[config.mk]
export PLATFORM = sky130hd
export DESIGN_NAME = core_clk_ctrl
export DESIGN_NICKNAME = d
export VERILOG_FILES = /design/src/rtl/ccd_pkg.sv /design/src/rtl/ccd_ctrl_reg.sv /design/src/rtl/ccd_irq_nest.sv /design/src/rtl/ccd_rate_gen.sv /design/src/rtl/core_clk_ctrl.sv
export SDC_FILE = /design/constraint.sdc
export NUM_CORES = 1
export LEC_CHECK = 0
export BUFFER_PORTS_ARGS = -buffer_cell sky130_fd_sc_hd__buf_2
export CAP_MARGIN = 5
export CORE_MARGIN = 3
export CORE_UTILIZATION = 56
export DETAILED_ROUTE_END_ITERATION = 10
export PLACE_DENSITY_LB_ADDON = 0.2
export RECOVER_POWER = 25
export SYNTH_ARGS = -nofsm -noshare
export SYNTH_HDL_FRONTEND = slang
export SYNTH_SLANG_ARGS = --single-unit
[constraint.sdc]
create_clock -name clk_pll -period 5.4 [get_ports clk_pll]
set_clock_uncertainty 0.15 [all_clocks]
set_input_delay 0.27 -clock clk_pll [delete_from_list [all_inputs] [get_ports clk_pll]]
set_output_delay 0.27 -clock clk_pll [all_outputs]
set_load 0.01 [all_outputs]
[src/rtl/ccd_pkg.sv]
package ccd_pkg;

    // Width of the divide-select field; divisor is 2**sel.
    localparam int SEL_W = 3;
    // Period counter must reach 2**(2**SEL_W - 1) - 1.
    localparam int CNT_W = (1 << SEL_W) - 1;
    // Reset image of the control register.
    localparam logic [7:0] RESET_VALUE = 8'h03;

    typedef enum logic {
        RATE_DIV,
        RATE_FAST
    } rate_state_t;

    typedef enum logic {
        NEST_IDLE,
        NEST_ACTIVE
    } nest_state_t;

    typedef struct packed {
        logic             osc_pd;
        logic             fast_irq_en;
        logic [SEL_W-1:0] div_sel;
    } ctrl_fields_t;

endpackage

[src/rtl/ccd_ctrl_reg.sv]
module ccd_ctrl_reg
    import ccd_pkg::*;
#(
    parameter int          ADDR_W   = 8,
    parameter int unsigned REG_ADDR = 'hD7
) (
    input  logic              clk,
    input  logic              rst_n,
    input  logic              wr_en,
    input  logic              rd_en,
    input  logic [ADDR_W-1:0] addr,
    input  logic [7:0]        wdata,
    input  logic              pll_locked,
    output ctrl_fields_t      fields,
    output logic [7:0]        rdata
);

    logic       hit;
    logic [7:0] image;

    always_comb begin
        hit   = (addr == ADDR_W'(REG_ADDR));
        // Lock bit is live, reserved bits are hard zero.
        image = {fields.osc_pd, pll_locked, 2'b00, fields.fast_irq_en, fields.div_sel};
    end

    always_ff @(posedge clk) begin
        if (!rst_n) begin
            fields.osc_pd      <= RESET_VALUE[7];
            fields.fast_irq_en <= RESET_VALUE[3];
            fields.div_sel     <= RESET_VALUE[SEL_W-1:0];
        end else if (wr_en && hit) begin
            fields.osc_pd      <= wdata[7];
            fields.fast_irq_en <= wdata[3];
            fields.div_sel     <= wdata[SEL_W-1:0];
        end
    end

    always_ff @(posedge clk) begin
        if (!rst_n) begin
            rdata <= 8'h00;
        end else begin
            rdata <= (rd_en && hit) ? image : 8'h00;
        end
    end

endmodule

[src/rtl/ccd_irq_nest.sv]
module ccd_irq_nest
    import ccd_pkg::*;
#(
    parameter int DEPTH_W = 3
) (
    input  logic clk,
    input  logic rst_n,
    input  logic enter,
    input  logic leave,
    output logic active
);

    localparam logic [DEPTH_W-1:0] DEPTH_MAX = '1;
    localparam logic [DEPTH_W-1:0] DEPTH_ONE = DEPTH_W'(1);

    nest_state_t        state_q, state_d;
    logic [DEPTH_W-1:0] depth_q, depth_d;

    // Next-state and depth update.
    always_comb begin
        state_d = state_q;
        depth_d = depth_q;
        unique case (state_q)
            NEST_IDLE: begin
                // first-entry
                if (enter && !leave) begin
                    depth_d = DEPTH_ONE;
                    state_d = NEST_ACTIVE;
                end
            end
            NEST_ACTIVE: begin
                if (enter && !leave) begin
                    if (depth_q != DEPTH_MAX) begin
                        depth_d = depth_q + DEPTH_ONE;
                    end
                end else if (leave && !enter) begin
                    depth_d = depth_q - DEPTH_ONE;
                    // last-return
                    if (depth_q == DEPTH_ONE) begin
                        state_d = NEST_IDLE;
                    end
                end
            end
        endcase
    end

    always_ff @(posedge clk) begin
        if (!rst_n) begin
            state_q <= NEST_IDLE;
            depth_q <= '0;
        end else begin
            state_q <= state_d;
            depth_q <= depth_d;
        end
    end

    always_comb begin
        active = (state_q == NEST_ACTIVE);
    end

endmodule

[src/rtl/ccd_rate_gen.sv]
module ccd_rate_gen
    import ccd_pkg::*;
(
    input  logic             clk,
    input  logic             rst_n,
    input  logic [SEL_W-1:0] div_sel,
    input  logic             boost,
    output logic             core_ce
);

    rate_state_t      state_q, state_d;
    logic [SEL_W-1:0] sel_q, sel_d;
    logic [CNT_W-1:0] cnt_q, cnt_d;
    logic [SEL_W-1:0] shift;
    logic [CNT_W-1:0] limit;
    logic             at_bound;

    // Period length in use: full rate when boosted, else the latched select.
    always_comb begin
        shift    = (state_q == RATE_FAST) ? '0 : sel_q;
        limit    = {CNT_W{1'b1}} >> (CNT_W - int'(shift));
        at_bound = (cnt_q == limit);
    end

    // Rate and select change only at a period boundary.
    always_comb begin
        state_d = state_q;
        sel_d   = sel_q;
        cnt_d   = cnt_q + 1'b1;
        if (at_bound) begin
            cnt_d = '0;
            sel_d = div_sel;
            unique case (state_q)
                RATE_DIV:  if (boost)  state_d = RATE_FAST;  // boost-on
                RATE_FAST: if (!boost) state_d = RATE_DIV;   // boost-off
            endcase
        end
    end

    always_ff @(posedge clk) begin
        if (!rst_n) begin
            state_q <= RATE_DIV;
            sel_q   <= RESET_VALUE[SEL_W-1:0];
            cnt_q   <= '0;
        end else begin
            state_q <= state_d;
            sel_q   <= sel_d;
            cnt_q   <= cnt_d;
        end
    end

    always_comb begin
        core_ce = at_bound;
    end

endmodule

[src/rtl/core_clk_ctrl.sv]
module core_clk_ctrl
    import ccd_pkg::*;
#(
    parameter int          ADDR_W   = 8,
    parameter int unsigned REG_ADDR = 'hD7,
    parameter int          DEPTH_W  = 3
) (
    input  logic              clk_pll,
    input  logic              rst_n,
    input  logic              reg_wr_en,
    input  logic              reg_rd_en,
    input  logic [ADDR_W-1:0] reg_addr,
    input  logic [7:0]        reg_wdata,
    input  logic              pll_locked,
    input  logic              irq_enter,
    input  logic              irq_return,
    output logic              core_ce,
    output logic [7:0]        reg_rdata
);

    ctrl_fields_t     fields;
    logic [SEL_W-1:0] div_sel;
    logic             nest_active;
    logic             boost;

    ccd_ctrl_reg #(
        .ADDR_W  (ADDR_W),
        .REG_ADDR(REG_ADDR)
    ) u_reg (
        .clk       (clk_pll),
        .rst_n     (rst_n),
        .wr_en     (reg_wr_en),
        .rd_en     (reg_rd_en),
        .addr      (reg_addr),
        .wdata     (reg_wdata),
        .pll_locked(pll_locked),
        .fields    (fields),
        .rdata     (reg_rdata)
    );

    ccd_irq_nest #(
        .DEPTH_W(DEPTH_W)
    ) u_nest (
        .clk   (clk_pll),
        .rst_n (rst_n),
        .enter (irq_enter),
        .leave (irq_return),
        .active(nest_active)
    );

    always_comb begin
        div_sel = fields.div_sel;
        boost   = fields.fast_irq_en && nest_active;
    end

    ccd_rate_gen u_rate (
        .clk    (clk_pll),
        .rst_n  (rst_n),
        .div_sel(div_sel),
        .boost  (boost),
        .core_ce(core_ce)
    );

endmodule

==> results of run 1 <==
registers in the layout (all words and copies together) (netlist names):
signal	cells
u_rate.cnt_q	7
u_reg.rdata	6
u_reg.fields	5
u_nest.depth_q	3
u_rate.sel_q	3
u_nest.active	1
u_rate.state_q	1
worst max-delay path: cells and delay by family, from the launching register on:
family                 cells  cell delay [ns]
buffers and inverters      1             0.23
flip-flops                 1             0.52
AND/OR/NAND/NOR            3             1.09
AO/OA/AOI/OAI              1             0.10
how the worst max path moves through the flow:
stage / from / endpoint / cells after the start / slack, ns
2_1_floorplan: u_rate.sel_q[1] / core_ce / 6 / 3.47
3_5_place_dp: u_rate.cnt_q[0] / core_ce / 5 / 3.06
5_1_grt: u_rate.cnt_q[0] / core_ce / 5 / 2.55
6_report: u_rate.cnt_q[0] / core_ce / 5 / 2.71
4_1_cts: u_rate.cnt_q[0] / core_ce / 5 / 2.68
3_3_place_gp: u_rate.state_q / core_ce / 5 / 3.09
through the flow:
| stage | instance area (um2) | hold WS, ns | total power (W) | utilization |
|---|---|---|---|---|
| floorplan | 1346 | 0.2417 | 0.0002274 | - |
| global placement | 1464 | 0.2949 | 0.0002357 | 0.6555 |
| detailed placement | 1464 | 0.3077 | 0.0002378 | 0.6555 |
| CTS | 1546 | 0.04044 | 0.0003699 | 0.6924 |
| global route | 1546 | 0.06598 | 0.0003837 | 0.6924 |
| finish | 1546 | 0.04685 | 0.0003672 | 0.6924 |
power by group:
part | switching (W) | internal, W | leakage (nW) | total (W)
sequential | 0.00000588 | 0.000196 | 0.211 | 0.000202
combinational | 0.0000148 | 0.0000186 | 0.421 | 0.0000333
clock | 0.0000569 | 0.0000750 | 0.0279 | 0.000132
Yosys cell counts, types with 2 or more instances:
library cell / count / share of area
buf_4: 2 / 0.011
nand3_1: 5 / 0.019
nor2_1: 2 / 0.0056
mux2i_1: 11 / 0.082
o21ai_0: 4 / 0.015
nor3_1: 2 / 0.0075
nand3b_1: 3 / 0.017
a21oi_1: 6 / 0.022
xor2_1: 3 / 0.020
and3_1: 3 / 0.014
clkbuf_1: 3 / 0.0084
nor2b_1: 9 / 0.042
or3b_1: 3 / 0.020
ha_1: 7 / 0.065
nand4b_1: 2 / 0.013
inv_1: 7 / 0.020
dfxtp_1: 26 / 0.39
a311oi_1: 2 / 0.013
buf_2: 2 / 0.0075
nand2_1: 10 / 0.028
xnor2_1: 2 / 0.013
nor3b_1: 6 / 0.034
and2_1: 7 / 0.033
kinds of logic after synthesis:
| family | after synthesis | synth area share |
|---|---|---|
| simple gates | 59 | 0.2768 |
| fa+ha+maj | 7 | 0.06523 |
| xor+xnor | 5 | 0.03262 |
| compound gates | 18 | 0.09507 |
| mux | 11 | 0.08202 |
| flops | 26 | 0.3877 |
| buf+inv | 16 | 0.05778 |
| other cells | 1 | 0.002793 |
layout by cell type (no fill, tap or decap), types with 4 or more instances in the layout:
master and n:
dfxtp_1 26, nor3b_1 6, nor2b_1 9, a21oi_1 6, nand2_1 10, nand3_1 5
buf_2 26, ha_1 7, mux2i_1 11, and2_1 4, inv_1 7, o21ai_0 4
layer usage:
layer  vias to the layer above  track usage  routed length [um]  share of wire
li1                        542            -                   -              -
met1                       488       0.2233                1058           0.44
met2                        15       0.2815                1287           0.53
met3                         2      0.02413                  60          0.025
met4                         0      0.06073                  14         0.0058
met5                         -            0                   0              0
cell type report:
class | instances | share of cell area
Sequential cell | 26 | 0.3366
Clock buffer | 3 | 0.01456
Timing Repair Buffer | 29 | 0.1036
Tap cell | 28 | 0.02265
Clock inverter | 1 | 0.01942
Inverter | 8 | 0.01942
Multi-Input combinational cell | 102 | 0.4838
==> summary.txt, run 1 <==
STA
  – Relative slew slack: 0.6323
  – Final-report max-slew violation count: 0
  – Final TNS setup: 0 ns
  – # setup viols final: 0
  – Min cycle time layout: ~2.7 ns
  – Fin. Hold Viols: 0
  – RSZ-0062 raised after global routing: false
  – Worst slew pin tran: 0.5482 ns
  – Fmax: between 0.3 and 0.4 GHz
  – Fin crit share: 0.4977
  – Slack of the critical path: around 2.7 ns

Final layout
  – Fin nets: 200
  – Fill cells: 189
  – Post-route insts no fill: slightly below 200
  – Multi-input gate area: 748.2 um2
  – Share of layout cells above drive strength 1: 0.2012
  – Reg area: 520.5 um2
  – Area growth syn-to-layout: 15.19%
  – Diode count: 0

Clock tree
  – Post-CTS Setup Inserts: 0
  – Resized cells post-CTS: 0
  – Sink Count: 26
  – Latest clock arrival within the worst-skew pair: between 0.3 and 0.4 ns
  – Clock Path Buffers: 2
  – Worst-path clk slew: 0.14 ns
  – CTS Root Cell: clkbuf_4
  – CTS tree: done
  – Hold_buf cts: 3
  – CTS buffer count: 3
  – H-tree depth: 1

Power and ir drop
  – Pwr dens: roughly 240 nW/um2
  – P_leak: 0.6596 nW
  – Peak VDD IR: 0.0002221 V

Synthesis
  – Post-synthesis cell type count: 39
  – Register bit total from synthesis: 26
  – Main synth FF type: dfxtp_1
  – Cells after Synth: around 140
  – Yosys Warn Count: 0
  – Seq/Total Area, Yosys: 0.3877
  – EDFF count, synth: 0
  – Asr flop ratio synth: 0
  – Syn avg cell area: 9.388 um2
  – Post-Syn Area: ~1300 um2

Worst setup path
  – Worst R2R End: u_rate.cnt_q[1]
  – Max incr delay on CP: roughly 0.52 ns
  – Crit end category: output port
  – Reg2reg start: u_rate.cnt_q[0]
  – FF-to-FF setup slack: between 3 and 4 ns
  – Critical path fanouts, max: 12
  – CP max stage cell: dfxtp_1
  – Crit path cell chain: or3b_1 -> o311ai_0 -> nand4_1 -> nor3_4 -> buf_2
  – Kind of critical path: register to output port
  – Crit path arrival time: about 2.3 ns
  – CP Data Required Time: 4.98 ns
  – CP startpoint kind: register
  – Reg2Reg Depth: 5

Floorplan
  – Die width: between 50 and 60 um
  – Die H: around 55 um
  – Placement Rows: 17
  – Core ar.: approximately 2200 um2
  – Total die area: 3021 um2
  – Starting Density: 0.6011
  – IO Count: 32

Placement
  – Final GP Congestion: around 0.77
  – Setup Slack @ Placement: approximately 3.1 ns
  – DP HPWL: around 1800 um
  – Buffers added on ports: 26
  – Placed cell count: 190

GRT
  – Largest net degree at the start of global routing: 26
  – GR Overflow Total: 0
  – GR Util All Layers: 0.1695
  – Initial antenna violation count: 0
  – Vias in the first global route: slightly below 900
  – First-pass GRT wire length: roughly 3800 um

Routing
  – Detail-routed net length per standard cell: ~12 um
  – Antenna-violating nets left: 0
  – DRT iter0 DRCs: 8
  – TritonRoute pass-1 iters: 4
  – Via Count: 1047
  – Vias per std cell: roughly 5.3
  – Post-route DRC: 0
  – Final WL: between 2000 and 2500 um

Hold path
  – Worst min-delay path class: primary input to register
  – Hold_sp: reg_wdata[2]
  – WHS Endpoint: u_reg.fields[2]
  – Hold Path Depth: 3

Outcome
  – Status: finished clean

Run
  – Max_cap viols: 0
Note: power is estimated with default switching activity, not from simulation.
==> inputs of run 2 (changes only) <==
--- a/config.mk
+++ b/config.mk
@@ -8,7 +8,7 @@
 export BUFFER_PORTS_ARGS = -buffer_cell sky130_fd_sc_hd__buf_2
 export CAP_MARGIN = 5
 export CORE_MARGIN = 3
-export CORE_UTILIZATION = 56
+export CORE_UTILIZATION = 52
 export DETAILED_ROUTE_END_ITERATION = 10
 export PLACE_DENSITY_LB_ADDON = 0.2
 export RECOVER_POWER = 25
==> constraint.sdc (replaced) <==
create_clock -name clk_pll -period 2.5 [get_ports clk_pll]
set_clock_uncertainty 0.15 [all_clocks]
set_input_delay 0.125 -clock clk_pll [delete_from_list [all_inputs] [get_ports clk_pll]]
set_output_delay 0.125 -clock clk_pll [all_outputs]
set_load 0.01 [all_outputs]
==> run 2 against run 1 <==
Compared with the run above:
- sequential share of layout area decreased by 1.3 points
- combinational power grew 130%
- routed wire length increased by 5.1%
- die area up 6.8%
- sequential power increased by 120%
- utilization grew 0.16 points
- non-clock buffer count is 7 higher
- via count rose by 3.4%
- clock-buffer cell count unchanged
- critical path depth did not move
- highest routed layer unchanged
==> summary.txt, run 2 (same netlist as run 1, synthesis figures left out) <==
Worst setup path
  – CP startpoint kind: register (unchanged)
  – Worst R2R End: u_rate.sel_q[1] (was u_rate.cnt_q[1])
  – Reg2reg start: u_rate.state_q (was u_rate.cnt_q[0])
  – FF-to-FF setup slack: 0.29 ns (was 3.21 ns)
  – Crit path arrival time: 1.98 ns (was 2.27 ns)
  – Kind of critical path: register to output port (unchanged)
  – Critical path fanouts, max: 5 (was 12)
  – Reg2Reg Depth: 7 (was 5)
  – CP Data Required Time: 2.23 ns (was 4.98 ns)
  – Crit end category: output port (unchanged)

GRT
  – GR Overflow Total: 0 (unchanged)
  – Largest net degree at the start of global routing: 26 (unchanged)
  – GR Util All Layers: 0.1665 (was 0.1695)
  – Initial antenna violation count: 0 (unchanged)
  – Vias in the first global route: 1019 (was 894)
  – First-pass GRT wire length: 4416 um (was 3753 um)

Routing
  – Antenna-violating nets left: 0 (unchanged)
  – Vias per std cell: 5.309 (was 5.315)
  – TritonRoute pass-1 iters: 6 (was 4)
  – Detail-routed net length per standard cell: 12.48 um (was 12.29 um)
  – Final WL: 2545 um (was 2421 um)
  – DRT iter0 DRCs: 34 (was 8)
  – Via Count: 1083 (was 1047)
  – Post-route DRC: 0 (unchanged)

Clock tree
  – CTS tree: done (unchanged)
  – Worst-path clk slew: 0.13 ns (was 0.14 ns)
  – Latest clock arrival within the worst-skew pair: 0.32 ns (about the same)
  – H-tree depth: 1 (unchanged)
  – Resized cells post-CTS: 0 (unchanged)
  – Sink Count: 26 (unchanged)
  – Clock Path Buffers: 2 (unchanged)
  – CTS buffer count: 3 (unchanged)
  – CTS Root Cell: clkbuf_4 (unchanged)

STA
  – Relative slew slack: 0.6541 (was 0.6323)
  – # setup viols final: 0 (unchanged)
  – Fin. Hold Viols: 0 (unchanged)
  – RSZ-0062 raised after global routing: false (unchanged)
  – Fin crit share: 0.9032
  – Final-report max-slew violation count: 0 (unchanged)
  – Min cycle time layout: approximately 2.3 ns
  – Worst slew pin tran: 0.5157 ns (was 0.5482 ns)
  – Fmax: 0.4429 GHz
  – Final TNS setup: 0 ns (unchanged)

Floorplan
  – IO Count: 32 (unchanged)
  – Starting Density: 0.5791 (was 0.6011)
  – Core ar.: 2318 um2 (was 2233 um2)
  – Die width: 56.81 um (was 54.97 um)
  – Die H: 56.81 um (was 54.97 um)
  – Placement Rows: 17 (unchanged)
  – Total die area: 3227 um2 (was 3021 um2)

Hold path
  – Hold_sp: rst_n (was reg_wdata[2])
  – Hold Path Depth: 2 (was 3)
  – Worst min-delay path class: primary input to register (unchanged)
  – WHS Endpoint: u_reg.fields[0] (was u_reg.fields[2])

Final layout
  – Most frequent cells in the layout: buf_2 (26), dfxtp_1 (26), mux2i_1 (11), nand2_1 (10), nor2b_1 (9) (unchanged)
  – Fin nets: 207 (was 200)
  – Area growth syn-to-layout: 19.85% (was 15.19%)
  – Share of layout cells above drive strength 1: 0.2102 (was 0.2012)
  – Reg area: 520.5 um2 (unchanged)
  – Biggest regs: u_rate.cnt_q: 7 flops, u_reg.rdata: 6 flops, u_reg.fields: 5 flops (unchanged)
  – Diode count: 0 (unchanged)
  – Max FFs per register: 7 (unchanged)
  – Fill cells: 192 (was 189)
  – Multi-input gate area: 748.2 um2 (unchanged)
  – Largest Register: u_rate.cnt_q (unchanged)

Power and ir drop
  – Peak VDD IR: 0.0004499 V (was 0.0002221 V)
  – P_leak: 0.6909 nW (was 0.6596 nW)
  – Pwr dens: 495.3 nW/um2 (was 237.4 nW/um2)
  – Tot Pwr: 0.0007969 W (was 0.0003672 W)

Placement
  – DP HPWL: 1853 um (was 1800 um)
  – Buffers added on ports: 26 (unchanged)
  – Final GP Congestion: 0.7291 (was 0.7747)

Outcome
  – Status: finished clean (unchanged)

Run
  – Max_cap viols: 0 (unchanged)
[run 2: cell count changes in the layout (fill, tap and decap cells not counted)]
cell / change
dlygate4sd3_1: +4
buf_4: +3
and2_0: -1
and2_1: +1
[run 2: final cells by class]
| type | instances | area share |
|---|---|---|
| Sequential cell | 26 | 0.3235 |
| Inverter | 8 | 0.01866 |
| Tap cell | 28 | 0.02177 |
| Timing Repair Buffer | 36 | 0.1384 |
| Multi-Input combinational cell | 102 | 0.4650 |
| Clock inverter | 1 | 0.01866 |
| Clock buffer | 3 | 0.01400 |
[run 2: power by group]
part,total (W),internal [W],switching [W]
registers,0.000436,0.000423,0.0000127
logic,0.0000768,0.0000436,0.0000332
clock network,0.000284,0.000162,0.000122
total,0.000797,0.000629,0.000168
[run 2: stage by stage]
step | area, um2 | instances | hold slack [ns] | setup slack, ns | util
5_1_grt | 1609 | 204 | 0.02030 | 0.08921 | 0.6940
6_report | 1609 | 204 | 0.02208 | 0.2419 | 0.6940
2_1_floorplan | 1346 | 144 | 0.09671 | 0.6024 | -
3_3_place_gp | 1471 | 191 | 0.1783 | 0.3921 | 0.6346
4_1_cts | 1594 | 202 | 0.01176 | 0.1261 | 0.6875
3_5_place_dp | 1471 | 191 | 0.1864 | 0.3493 | 0.6346
[run 2: worst max-delay path by stage]
stage / from / endpoint / slack [ns] / cells past startpoint
2_1_floorplan: u_rate.sel_q[1] / u_rate.sel_q[0] / 0.60 / 7
3_3_place_gp: u_rate.state_q / u_rate.sel_q[0] / 0.39 / 6
3_5_place_dp: u_rate.state_q / u_rate.sel_q[1] / 0.35 / 6
4_1_cts: u_rate.cnt_q[0] / core_ce / 0.13 / 5
5_1_grt: u_rate.sel_q[1] / core_ce / 0.09 / 5
6_report: u_rate.state_q / core_ce / 0.24 / 5
[run 2: what timing repair did]
action | 4_1_cts | 5_1_grt
hold buffers | 7 | 0
endpoints found under the hold margin | 6 | 0
setup endpoints to repair | 0 | 1
buffers inserted | 0 | 2
[run 2: critical path, stage by stage, from the launching register on]
cell	delay, ns
dfxtp_1	0.44
inv_2	0.06
or4_1	0.54
a2bb2o_4	0.25
nor3_4	0.21
buf_2	0.17
[run 2: per-layer routing]
metal | wire, um | share of wire | vias to the layer above | global-route usage
li1 | - | - | 556 | -
met1 | 1154 | 0.45 | 505 | 0.2070
met2 | 1296 | 0.51 | 18 | 0.2888
met3 | 57 | 0.022 | 4 | 0.02299
met4 | 36 | 0.014 | 0 | 0.06291
met5 | 0 | 0 | - | 0
